### config.mk
export PLATFORM = sky130hd
export DESIGN_NAME = rtc_irq_gen
export DESIGN_NICKNAME = d
export VERILOG_FILES = /design/src/rtl/rtc_irq_pkg.sv /design/src/rtl/rtc_rate_div.sv /design/src/rtl/rtc_cfg_regs.sv /design/src/rtl/rtc_flag_unit.sv /design/src/rtl/rtc_irq_gen.sv
export SDC_FILE = /design/constraint.sdc
export NUM_CORES = 1
export LEC_CHECK = 0
export ABC_CLOCK_PERIOD_IN_PS = 10700
export BUFFER_PORTS_ARGS = -buffer_cell sky130_fd_sc_hd__buf_2
export CAP_MARGIN = 20
export CORE_ASPECT_RATIO = 0.7
export CORE_MARGIN = 2
export CORE_UTILIZATION = 50
export CTS_CLUSTER_SIZE = 24
export DETAILED_ROUTE_END_ITERATION = 8
export GPL_TIMING_DRIVEN = 0
export PLACE_DENSITY = 0.7
export SKIP_LAST_GASP = 1
export SLEW_MARGIN = 25
export SYNTH_ARGS = -nofsm -noshare
export SYNTH_HDL_FRONTEND = slang
export SYNTH_SLANG_ARGS = --single-unit
### constraint.sdc
create_clock -name clk -period 10.7 [get_ports clk]
set_clock_uncertainty 0.2 [all_clocks]
set_input_delay 2.14 -clock clk [delete_from_list [all_inputs] [get_ports clk]]
set_output_delay 2.14 -clock clk [all_outputs]
set_load 0.05 [all_outputs]
### src/rtl/rtc_irq_pkg.sv
package rtc_irq_pkg;
  localparam int unsigned BYTE_W   = 8;
  localparam int unsigned EVT_N    = 3;   // update, alarm, periodic
  localparam int unsigned EVT_LSB  = 4;   // flags/enables occupy bits 6:4
  localparam int unsigned SUM_BIT  = 7;
  localparam int unsigned IDX_UPD  = 0;   // bit 4
  localparam int unsigned IDX_ALM  = 1;   // bit 5
  localparam int unsigned IDX_PER  = 2;   // bit 6

  typedef enum logic [2:0] {
    ADR_RATE   = 3'd0,
    ADR_CTRL   = 3'd1,
    ADR_STAT   = 3'd2,
    ADR_EN_SET = 3'd3,
    ADR_EN_CLR = 3'd4
  } reg_sel_e;
endpackage

### src/rtl/rtc_rate_div.sv
module rtc_rate_div #(
  parameter int unsigned RATE_W = 4
) (
  input  logic              clk,
  input  logic              rst,
  input  logic              restart,
  input  logic              tick,
  input  logic [RATE_W-1:0] code,
  output logic              per_evt
);
  localparam int unsigned DIV_W = (1 << RATE_W) - 2;

  logic [DIV_W-1:0] cnt_q;
  logic [DIV_W:0]   span;
  logic [DIV_W-1:0] term;
  logic             run;

  assign run = (code != '0);

  // Period in ticks is 2^(code-1); terminal count is one less.
  always_comb begin
    span = {{DIV_W{1'b0}}, 1'b1} << (code - {{(RATE_W-1){1'b0}}, 1'b1});
    term = span[DIV_W-1:0] - {{(DIV_W-1){1'b0}}, 1'b1};
  end

  always_ff @(posedge clk) begin
    if (rst || restart) begin
      cnt_q   <= '0;
      per_evt <= 1'b0;
    end else begin
      per_evt <= 1'b0;
      if (tick && run) begin
        if (cnt_q == term) begin
          cnt_q   <= '0;
          per_evt <= 1'b1;
        end else begin
          cnt_q <= cnt_q + {{(DIV_W-1){1'b0}}, 1'b1};
        end
      end
    end
  end
endmodule

### src/rtl/rtc_cfg_regs.sv
module rtc_cfg_regs
  import rtc_irq_pkg::*;
#(
  parameter int unsigned RATE_W     = 4,
  parameter int unsigned SEL_W      = 3,
  parameter logic [3:0]  RESET_CODE = 4'd6,
  parameter logic [2:0]  RESET_SEL  = 3'b010
) (
  input  logic              clk,
  input  logic              rst,
  input  logic              wr,
  input  logic [2:0]        addr,
  input  logic [BYTE_W-1:0] wdata,
  output logic [BYTE_W-1:0] rate_q,
  output logic [BYTE_W-1:0] ctrl_q,
  output logic [BYTE_W-1:0] ctrl_nxt,
  output logic              rate_wr
);
  localparam int unsigned   FIELD_W   = RATE_W + SEL_W;
  localparam logic [BYTE_W-1:0] RATE_MASK = BYTE_W'((1 << FIELD_W) - 1);
  localparam logic [BYTE_W-1:0] EN_MASK   = BYTE_W'(((1 << EVT_N) - 1) << EVT_LSB);
  localparam logic [BYTE_W-1:0] RATE_RST  =
    BYTE_W'({RESET_SEL[SEL_W-1:0], RESET_CODE[RATE_W-1:0]});

  assign rate_wr = wr && (addr == ADR_RATE);

  always_comb begin
    ctrl_nxt = ctrl_q;
    if (wr) begin
      unique case (addr)
        ADR_CTRL:   ctrl_nxt = wdata;
        ADR_EN_SET: ctrl_nxt = ctrl_q | (wdata & EN_MASK);
        ADR_EN_CLR: ctrl_nxt = ctrl_q & ~(wdata & EN_MASK);
        default:    ctrl_nxt = ctrl_q;
      endcase
    end
  end

  always_ff @(posedge clk) begin
    if (rst) begin
      rate_q <= RATE_RST;
      ctrl_q <= '0;
    end else begin
      ctrl_q <= ctrl_nxt;
      if (rate_wr) rate_q <= wdata & RATE_MASK;
    end
  end
endmodule

### src/rtl/rtc_flag_unit.sv
module rtc_flag_unit
  import rtc_irq_pkg::*;
(
  input  logic             clk,
  input  logic             rst,
  input  logic [EVT_N-1:0] evt,
  input  logic             clr,
  input  logic [EVT_N-1:0] en_nxt,
  output logic [EVT_N-1:0] flg_q,
  output logic             irq_q
);
  logic [EVT_N-1:0] flg_nxt;

  for (genvar gi = 0; gi < EVT_N; gi++) begin : g_flag
    // A coinciding event survives the clearing read.
    assign flg_nxt[gi] = (flg_q[gi] & ~clr) | evt[gi];

    always_ff @(posedge clk) begin
      if (rst) flg_q[gi] <= 1'b0;
      else     flg_q[gi] <= flg_nxt[gi];
    end
  end

  always_ff @(posedge clk) begin
    if (rst) irq_q <= 1'b0;
    else     irq_q <= |(flg_nxt & en_nxt);
  end
endmodule

### src/rtl/rtc_irq_gen.sv
module rtc_irq_gen
  import rtc_irq_pkg::*;
#(
  parameter int unsigned RATE_W     = 4,
  parameter int unsigned SEL_W      = 3,
  parameter logic [3:0]  RESET_CODE = 4'd6,
  parameter logic [2:0]  RESET_SEL  = 3'b010
) (
  input  logic       clk,
  input  logic       rst,
  input  logic       ref_tick,
  input  logic       alarm_evt,
  input  logic       update_evt,
  input  logic       reg_wr,
  input  logic       reg_rd,
  input  logic [2:0] reg_addr,
  input  logic [7:0] reg_wdata,
  output logic [7:0] reg_rdata,
  output logic       irq
);
  logic [BYTE_W-1:0] rate_q, ctrl_q, ctrl_nxt, stat_byte;
  logic              rate_wr, per_evt, stat_rd, irq_q;
  logic [RATE_W-1:0] rate_code;
  logic [EVT_N-1:0]  flg, evt_vec;

  assign rate_code = rate_q[RATE_W-1:0];
  assign stat_rd   = reg_rd && (reg_addr == ADR_STAT);
  assign evt_vec   = {per_evt, alarm_evt, update_evt};
  assign stat_byte = {irq_q, flg, 4'b0000};
  assign irq       = irq_q;

  rtc_cfg_regs #(
    .RATE_W(RATE_W), .SEL_W(SEL_W),
    .RESET_CODE(RESET_CODE), .RESET_SEL(RESET_SEL)
  ) u_cfg (
    .clk(clk), .rst(rst), .wr(reg_wr), .addr(reg_addr), .wdata(reg_wdata),
    .rate_q(rate_q), .ctrl_q(ctrl_q), .ctrl_nxt(ctrl_nxt), .rate_wr(rate_wr)
  );

  rtc_rate_div #(.RATE_W(RATE_W)) u_div (
    .clk(clk), .rst(rst), .restart(rate_wr), .tick(ref_tick),
    .code(rate_code), .per_evt(per_evt)
  );

  rtc_flag_unit u_flags (
    .clk(clk), .rst(rst), .evt(evt_vec), .clr(stat_rd),
    .en_nxt(ctrl_nxt[EVT_LSB +: EVT_N]), .flg_q(flg), .irq_q(irq_q)
  );

  always_ff @(posedge clk) begin
    if (rst) begin
      reg_rdata <= '0;
    end else if (reg_rd) begin
      unique case (reg_addr)
        ADR_RATE: reg_rdata <= rate_q;
        ADR_CTRL: reg_rdata <= ctrl_q;
        ADR_STAT: reg_rdata <= stat_byte;
        default:  reg_rdata <= '0;
      endcase
    end
  end
endmodule

==> metrics.txt, run 1 <==
status=finished, final reports clean; Hold-fix buffers, CTS=0; RSZ-0062 raised after global routing=no; Seq/Total Area, Yosys=33.7%; Worst setup EP type=flop; Async S/R FF share, synth=0%; Die X=88.5 µm; TritonCTS clock tree=built; main flop type after synthesis=dfxtp_1; CP required=10.68 ns; Die ar.=5590 µm²; type of origin of the critical path=input port; VDD IR-drop max=0.0909 mV; Tcrit/Tclk final=between 40 and 50%; crit path launch=reg_addr[2]; ANT nets after route=0; CP Cell Sequence=buf_2 -> nor2b_1 -> clkbuf_1 -> nor3b_1 -> clkbuf_1 -> mux2i_1 -> nor2_1; setup violators final=0; slowest stage cell, crit path=nor3b_1; I/O Buffers=25; critical path arrival=approximately 4.4 ns; Non-Filler Instances=slightly above 400; routed wire length=6820 µm; Yosys reg bits=42; Max clock buf depth=2; final hold slack=roughly 0.27 ns; I/O pin cnt=27; Post-Synthesis Cells=313; # resized after CTS=0; CTS Root Cell=clkbuf_8; CTS Buf Count=5; Max-slew headroom=42.0%; HP Start=u_cfg.ctrl_q[1]; critical path fanouts, max=10; TritonRoute pass-1 iters=5; initial antenna violation count=0; Max-Cap Viols=0; Tot GR Track Use=25.5%; DR WL/cell=16.4 µm; synthesized area=2500 µm²; CP peak stage delay=0.77 ns; CP most frequent cell=clkbuf_1; worst reg2reg startpoint=u_cfg.rate_q[2]; critical path class=input port to flop; vias after detailed routing=between 2000 and 2500; Core Area=4810 µm²; number of global-route vias before repair=2142; HPWL Detailed=between 5000 and 6000 µm; Yosys warnings=0; layout cell share with drive strength beyond 1=13.6%; Ant. Diodes=0; drc violations=0; DR vias/cell=roughly 5.9; row cnt=21; Initial Util=52.0%; largest net degree at the start of global routing=16; Power Density=110 nW/µm²; gr ovfl total=0; worst-margin pin slew=0.867 ns; Avg Inst Size Synth=~8 µm²; static leakage=1.03 nW; Fin. Hold Viols=0; Routability Congestion=0.903; fmax=about 230 MHz; FF-to-FF path depth=14; Yosys cell types=54; Placed Cells=407; clk sinks=between 40 and 50; setup TNS=0 ns; CTS H-Tree Depth=2; worst hold path type=flop to flop; minimum clock period after layout=4.41 ns; EDFF count, synth=0; hold path depth=2; global-route wire length before repair=11000 µm; clk_lat worst skew=0.30 ns; area delta synth->final=12.2%; Max Transition Viols Final=0; post-CTS setup buffer count=0; Layout Nets=365; syn_nets=333; Die H=63.1 µm; clk slew on worst S/H paths=0.09 ns; DRT iter0 DRCs=285
==> worst max-delay path, delay by kind of cell <==
| kind | cells | cell delay [ns] |
|---|---|---|
| buffers and inverters | 3 | 1.03 |
| multiplexers | 1 | 0.29 |
| AND/OR/NAND/NOR | 3 | 0.93 |
==> logic make-up after synthesis <==
kind of cell	count (synthesis)	share of synthesized area, %
simple gates	133	29.2
compound gates	71	18.2
flops	42	33.7
buf+inv	32	5.56
xor+xnor	20	7.01
mux	13	5.36
fa+ha+maj	2	1.00
==> metal layers <==
layer,share of wire [%],vias to the layer above,GRT usage [%]
li1,-,1184,-
met1,53,1162,42.8
met2,39,101,31.8
met5,0,-,0
met3,7.7,6,6.55
met4,0.69,0,4.36
==> path summary, 6_finish.rpt <==
kind         slack [ns]         endpoint
max                6.29  u_cfg.rate_q[4]
min                0.27  u_cfg.ctrl_q[1]
max reg2reg        6.42   u_div.cnt_q[8]
min reg2reg        0.27  u_cfg.ctrl_q[1]
==> registers in the layout, summed over array words and instances (netlist names) <==
| name | cells |
|---|---|
| u_div.cnt_q | 14 |
| reg_rdata | 8 |
| u_cfg.ctrl_q | 8 |
| u_cfg.rate_q | 7 |
| u_flags.flg_q | 3 |
| u_div.per_evt | 1 |
| u_flags.irq_q | 1 |
==> final cells by class <==
cell class              count  area [µm²]
plain buffers              24         109
well taps                  69        86.3
clock buffers               5        68.8
repair buffers             25         125
fillers                   466        2010
flip-flops and latches     42         841
clock inverters             3        23.8
multi-input cells         239        1520
inverters                   8        30.0
==> cells in the final DEF, fill, tap and decap left out, types with 3 or more instances in the layout <==
cell / n
nor2b_1: 18
xor2_1: 6
mux2i_1: 10
a31oi_1: 3
clkbuf_8: 5
nand2_1: 30
buf_2: 28
o21ai_0: 14
nor4_1: 14
a211oi_1: 3
clkbuf_1: 19
nor2_1: 22
dfxtp_1: 42
a22oi_1: 3
nor3b_1: 4
and3_1: 8
nand3_1: 14
xnor2_1: 14
nor3_1: 4
mux2_2: 3
inv_1: 7
a21oi_1: 26
a211o_1: 5
==> synthesized netlist by cell type (8+ instances only) <==
library cell   n  share of area (%)
dfxtp_1       42                 34
nand2_1       30                4.5
a21oi_1       26                5.2
nor2_1        22                3.3
clkbuf_1      19                2.9
nor2b_1       18                4.5
nand3_1       14                2.8
nor4_1        14                3.5
o21ai_0       14                2.8
xnor2_1       14                4.9
mux2i_1       10                4.0
and3_1         8                2.0
==> through the flow <==
stage / util [%] / total power, mW / instance area (µm²) / setup slack (ns)
finish: 58.3 / 0.308 / 2800 / 6.29
global route: 58.3 / 0.322 / 2800 / 6.11
CTS: 58.3 / 0.310 / 2800 / 6.31
detailed placement: 56.4 / 0.204 / 2710 / 6.02
global placement: 56.4 / 0.203 / 2710 / 6.07
floorplan: - / 0.191 / 2500 / 6.71
==> where the power goes <==
part           internal (mW)  switching [mW]
combinational         0.0145          0.0239
clock                 0.0467          0.0603
sequential             0.160         0.00322
total                  0.221          0.0874
(Power assumes the default switching activity.)
==> run 2, diff against run 1 <==
--- a/config.mk
+++ b/config.mk
@@ -5,7 +5,7 @@
 export SDC_FILE = /design/constraint.sdc
 export NUM_CORES = 1
 export LEC_CHECK = 0
-export ABC_CLOCK_PERIOD_IN_PS = 10700
+export ABC_CLOCK_PERIOD_IN_PS = 4400
 export BUFFER_PORTS_ARGS = -buffer_cell sky130_fd_sc_hd__buf_2
 export CAP_MARGIN = 20
 export CORE_ASPECT_RATIO = 0.7
==> constraint.sdc (replaced) <==
create_clock -name clk -period 4.4 [get_ports clk]
set_clock_uncertainty 0.2 [all_clocks]
set_input_delay 0.88 -clock clk [delete_from_list [all_inputs] [get_ports clk]]
set_output_delay 0.88 -clock clk [all_outputs]
set_load 0.05 [all_outputs]
==> metrics.txt, run 2 (synthesized netlist as in run 1, its figures left out) <==
status=finished, final reports clean; max reg flops=14; layout cell share with drive strength beyond 1=13.9%; CP Cell Sequence=buf_2 -> clkbuf_1 -> clkbuf_2 -> nor2_1 -> nand2_1 -> ha_1 -> buf_1 -> xnor2_1 -> xnor2_1 -> a2111oi_0 -> o2111ai_1 -> nor4_4 -> buf_6 -> nor4_1; vias after detailed routing=2460; clock share of power=a little over a third; met2 routed WL=2690 µm; fmax=~240 MHz; Worst setup EP type=flop; combinational share of power=12.5%; Pint=0.537 mW; HPWL Detailed=5080 µm; area delta synth->final=12.2%; Max Transition Viols Final=0; critical path fanouts, max=10; I/O Buffers=25; top layer in use=met4; DR vias/cell=5.93; clk slew on worst S/H paths=0.09 ns; crit path launch=u_cfg.rate_q[2]; CTS Buf Count=5; setup TNS=0 ns; clk sinks=42; slowest stage cell, crit path=nor4_4; number of global-route vias before repair=2142; row cnt=21; CTS Root Cell=clkbuf_8; FF-to-FF path depth=14; I/O pin cnt=27; Fin. Hold Viols=0; critical path class=flop to flop; VDD IR-drop max=0.221 mV; Layout Nets=365; worst hold path type=flop to flop; met1 wire length=about 3600 µm; gr ovfl total=0; Die ar.=5590 µm²; post-CTS setup buffer count=0; Regs by FF count=u_div.cnt_q x14, reg_rdata x8, u_cfg.ctrl_q x8; Tot GR Track Use=about a quarter; NetSw=0.213 mW; Max-Cap Viols=0; Max clock buf depth=2; minimum clock period after layout=~4.1 ns; CP required=4.36 ns; Die H=~63 µm; DR WL/cell=16.5 µm; RSZ-0062 raised after global routing=no; Max-slew headroom=41.3%; initial antenna violation count=0; most frequent cells in the layout=42 x dfxtp_1, 30 x nand2_1, 28 x buf_2, 26 x a21oi_1, 22 x nor2_1; CTS H-Tree Depth=2; Util after Layout=58.3%; largest net degree at the start of global routing=16; CP peak stage delay=0.50 ns; HP Start=u_cfg.ctrl_q[1]; DRT iter0 DRCs=roughly 260; Top reg by flops=u_div.cnt_q; Routability Congestion=0.903; routed wire length=6860 µm; drc violations=0; setup violators final=0; Die X=88.5 µm; Seq pwr share=52.8%; worst-margin pin slew=0.879 ns; CP most frequent cell=xnor2_1; Core Area=4810 µm²; Net Sw Frac=28.4%; Power Density=267 nW/µm²; Initial Util=52.0%; global-route wire length before repair=roughly 11000 µm; clk_lat worst skew=0.30 ns; critical path arrival=4.09 ns; hold path depth=2; ANT nets after route=0; type of origin of the critical path=flop; Ant. Diodes=0; most common cell after layout, fill and taps aside=dfxtp_1; TritonRoute pass-1 iters=5; Tcrit/Tclk final=93.8%; WL met3=529 µm; TritonCTS clock tree=built; static leakage=around 1 nW; worst reg2reg startpoint=u_cfg.rate_q[2]
-- run 2: changes by cell type in the layout (fill, tap and decap cells not counted) --
cell,previous run,this run
clkbuf_1,19,17
clkbuf_2,0,1
buf_1,0,1
-- run 2: critical path, delay by kind of cell (launching register included) --
| family | cells | cell delay [ns] |
|---|---|---|
| AO/OA/AOI/OAI | 2 | 0.70 |
| XOR/XNOR | 2 | 0.29 |
| adder cells (fa/ha/maj) | 1 | 0.22 |
| buffers and inverters | 5 | 1.47 |
| flip-flops | 1 | 0.41 |
| AND/OR/NAND/NOR | 4 | 0.71 |
-- run 2: final timing paths --
check	endpoint	slack [ns]
min	u_cfg.ctrl_q[1]	0.27
min reg2reg	u_cfg.ctrl_q[1]	0.27
max	u_div.cnt_q[8]	0.27
max reg2reg	u_div.cnt_q[8]	0.27
-- run 2: power by group through the flow --
stage / Clock (mW) / Combinational [mW] / Sequential (mW)
finish: 0.260 / 0.0939 / 0.396
global placement: 0 / 0.0899 / 0.404
CTS: 0.267 / 0.0919 / 0.395
global route: 0.285 / 0.102 / 0.397
detailed placement: 0 / 0.0912 / 0.404
floorplan: 0 / 0.0582 / 0.407
-- run 2: layout make-up --
class,count,area (µm²)
clock buffers,5,68.8
well taps,69,86.3
repair buffers,25,125
multi-input cells,239,1520
plain buffers,24,110
inverters,8,30.0
fillers,466,2000
clock inverters,3,23.8
flip-flops and latches,42,841
-- run 2: what timing repair did --
| item | 4_1_cts | 5_1_grt |
|---|---|---|
| hold buffers | 0 | 0 |
| setup endpoints to repair | 0 | 11 |
| gates resized for setup | 0 | 3 |
-- run 2: through the flow --
step	hold slack [ns]	area (µm²)	instances	total power, mW	setup slack (ns)
after floorplan	0.233	2500	313	0.465	0.957
after global placement	0.243	2710	407	0.494	0.154
after detailed placement	0.248	2710	407	0.495	0.169
after CTS	0.263	2800	415	0.754	0.170
after global routing	0.303	2800	415	0.784	0.0313
final	0.271	2800	415	0.750	0.273
-- run 2: per-layer routing --
layer,GRT usage (%),up-vias
li1,-,1184
met1,42.8,1167
met2,31.8,102
met3,6.55,7
met4,4.36,0
met5,0,-
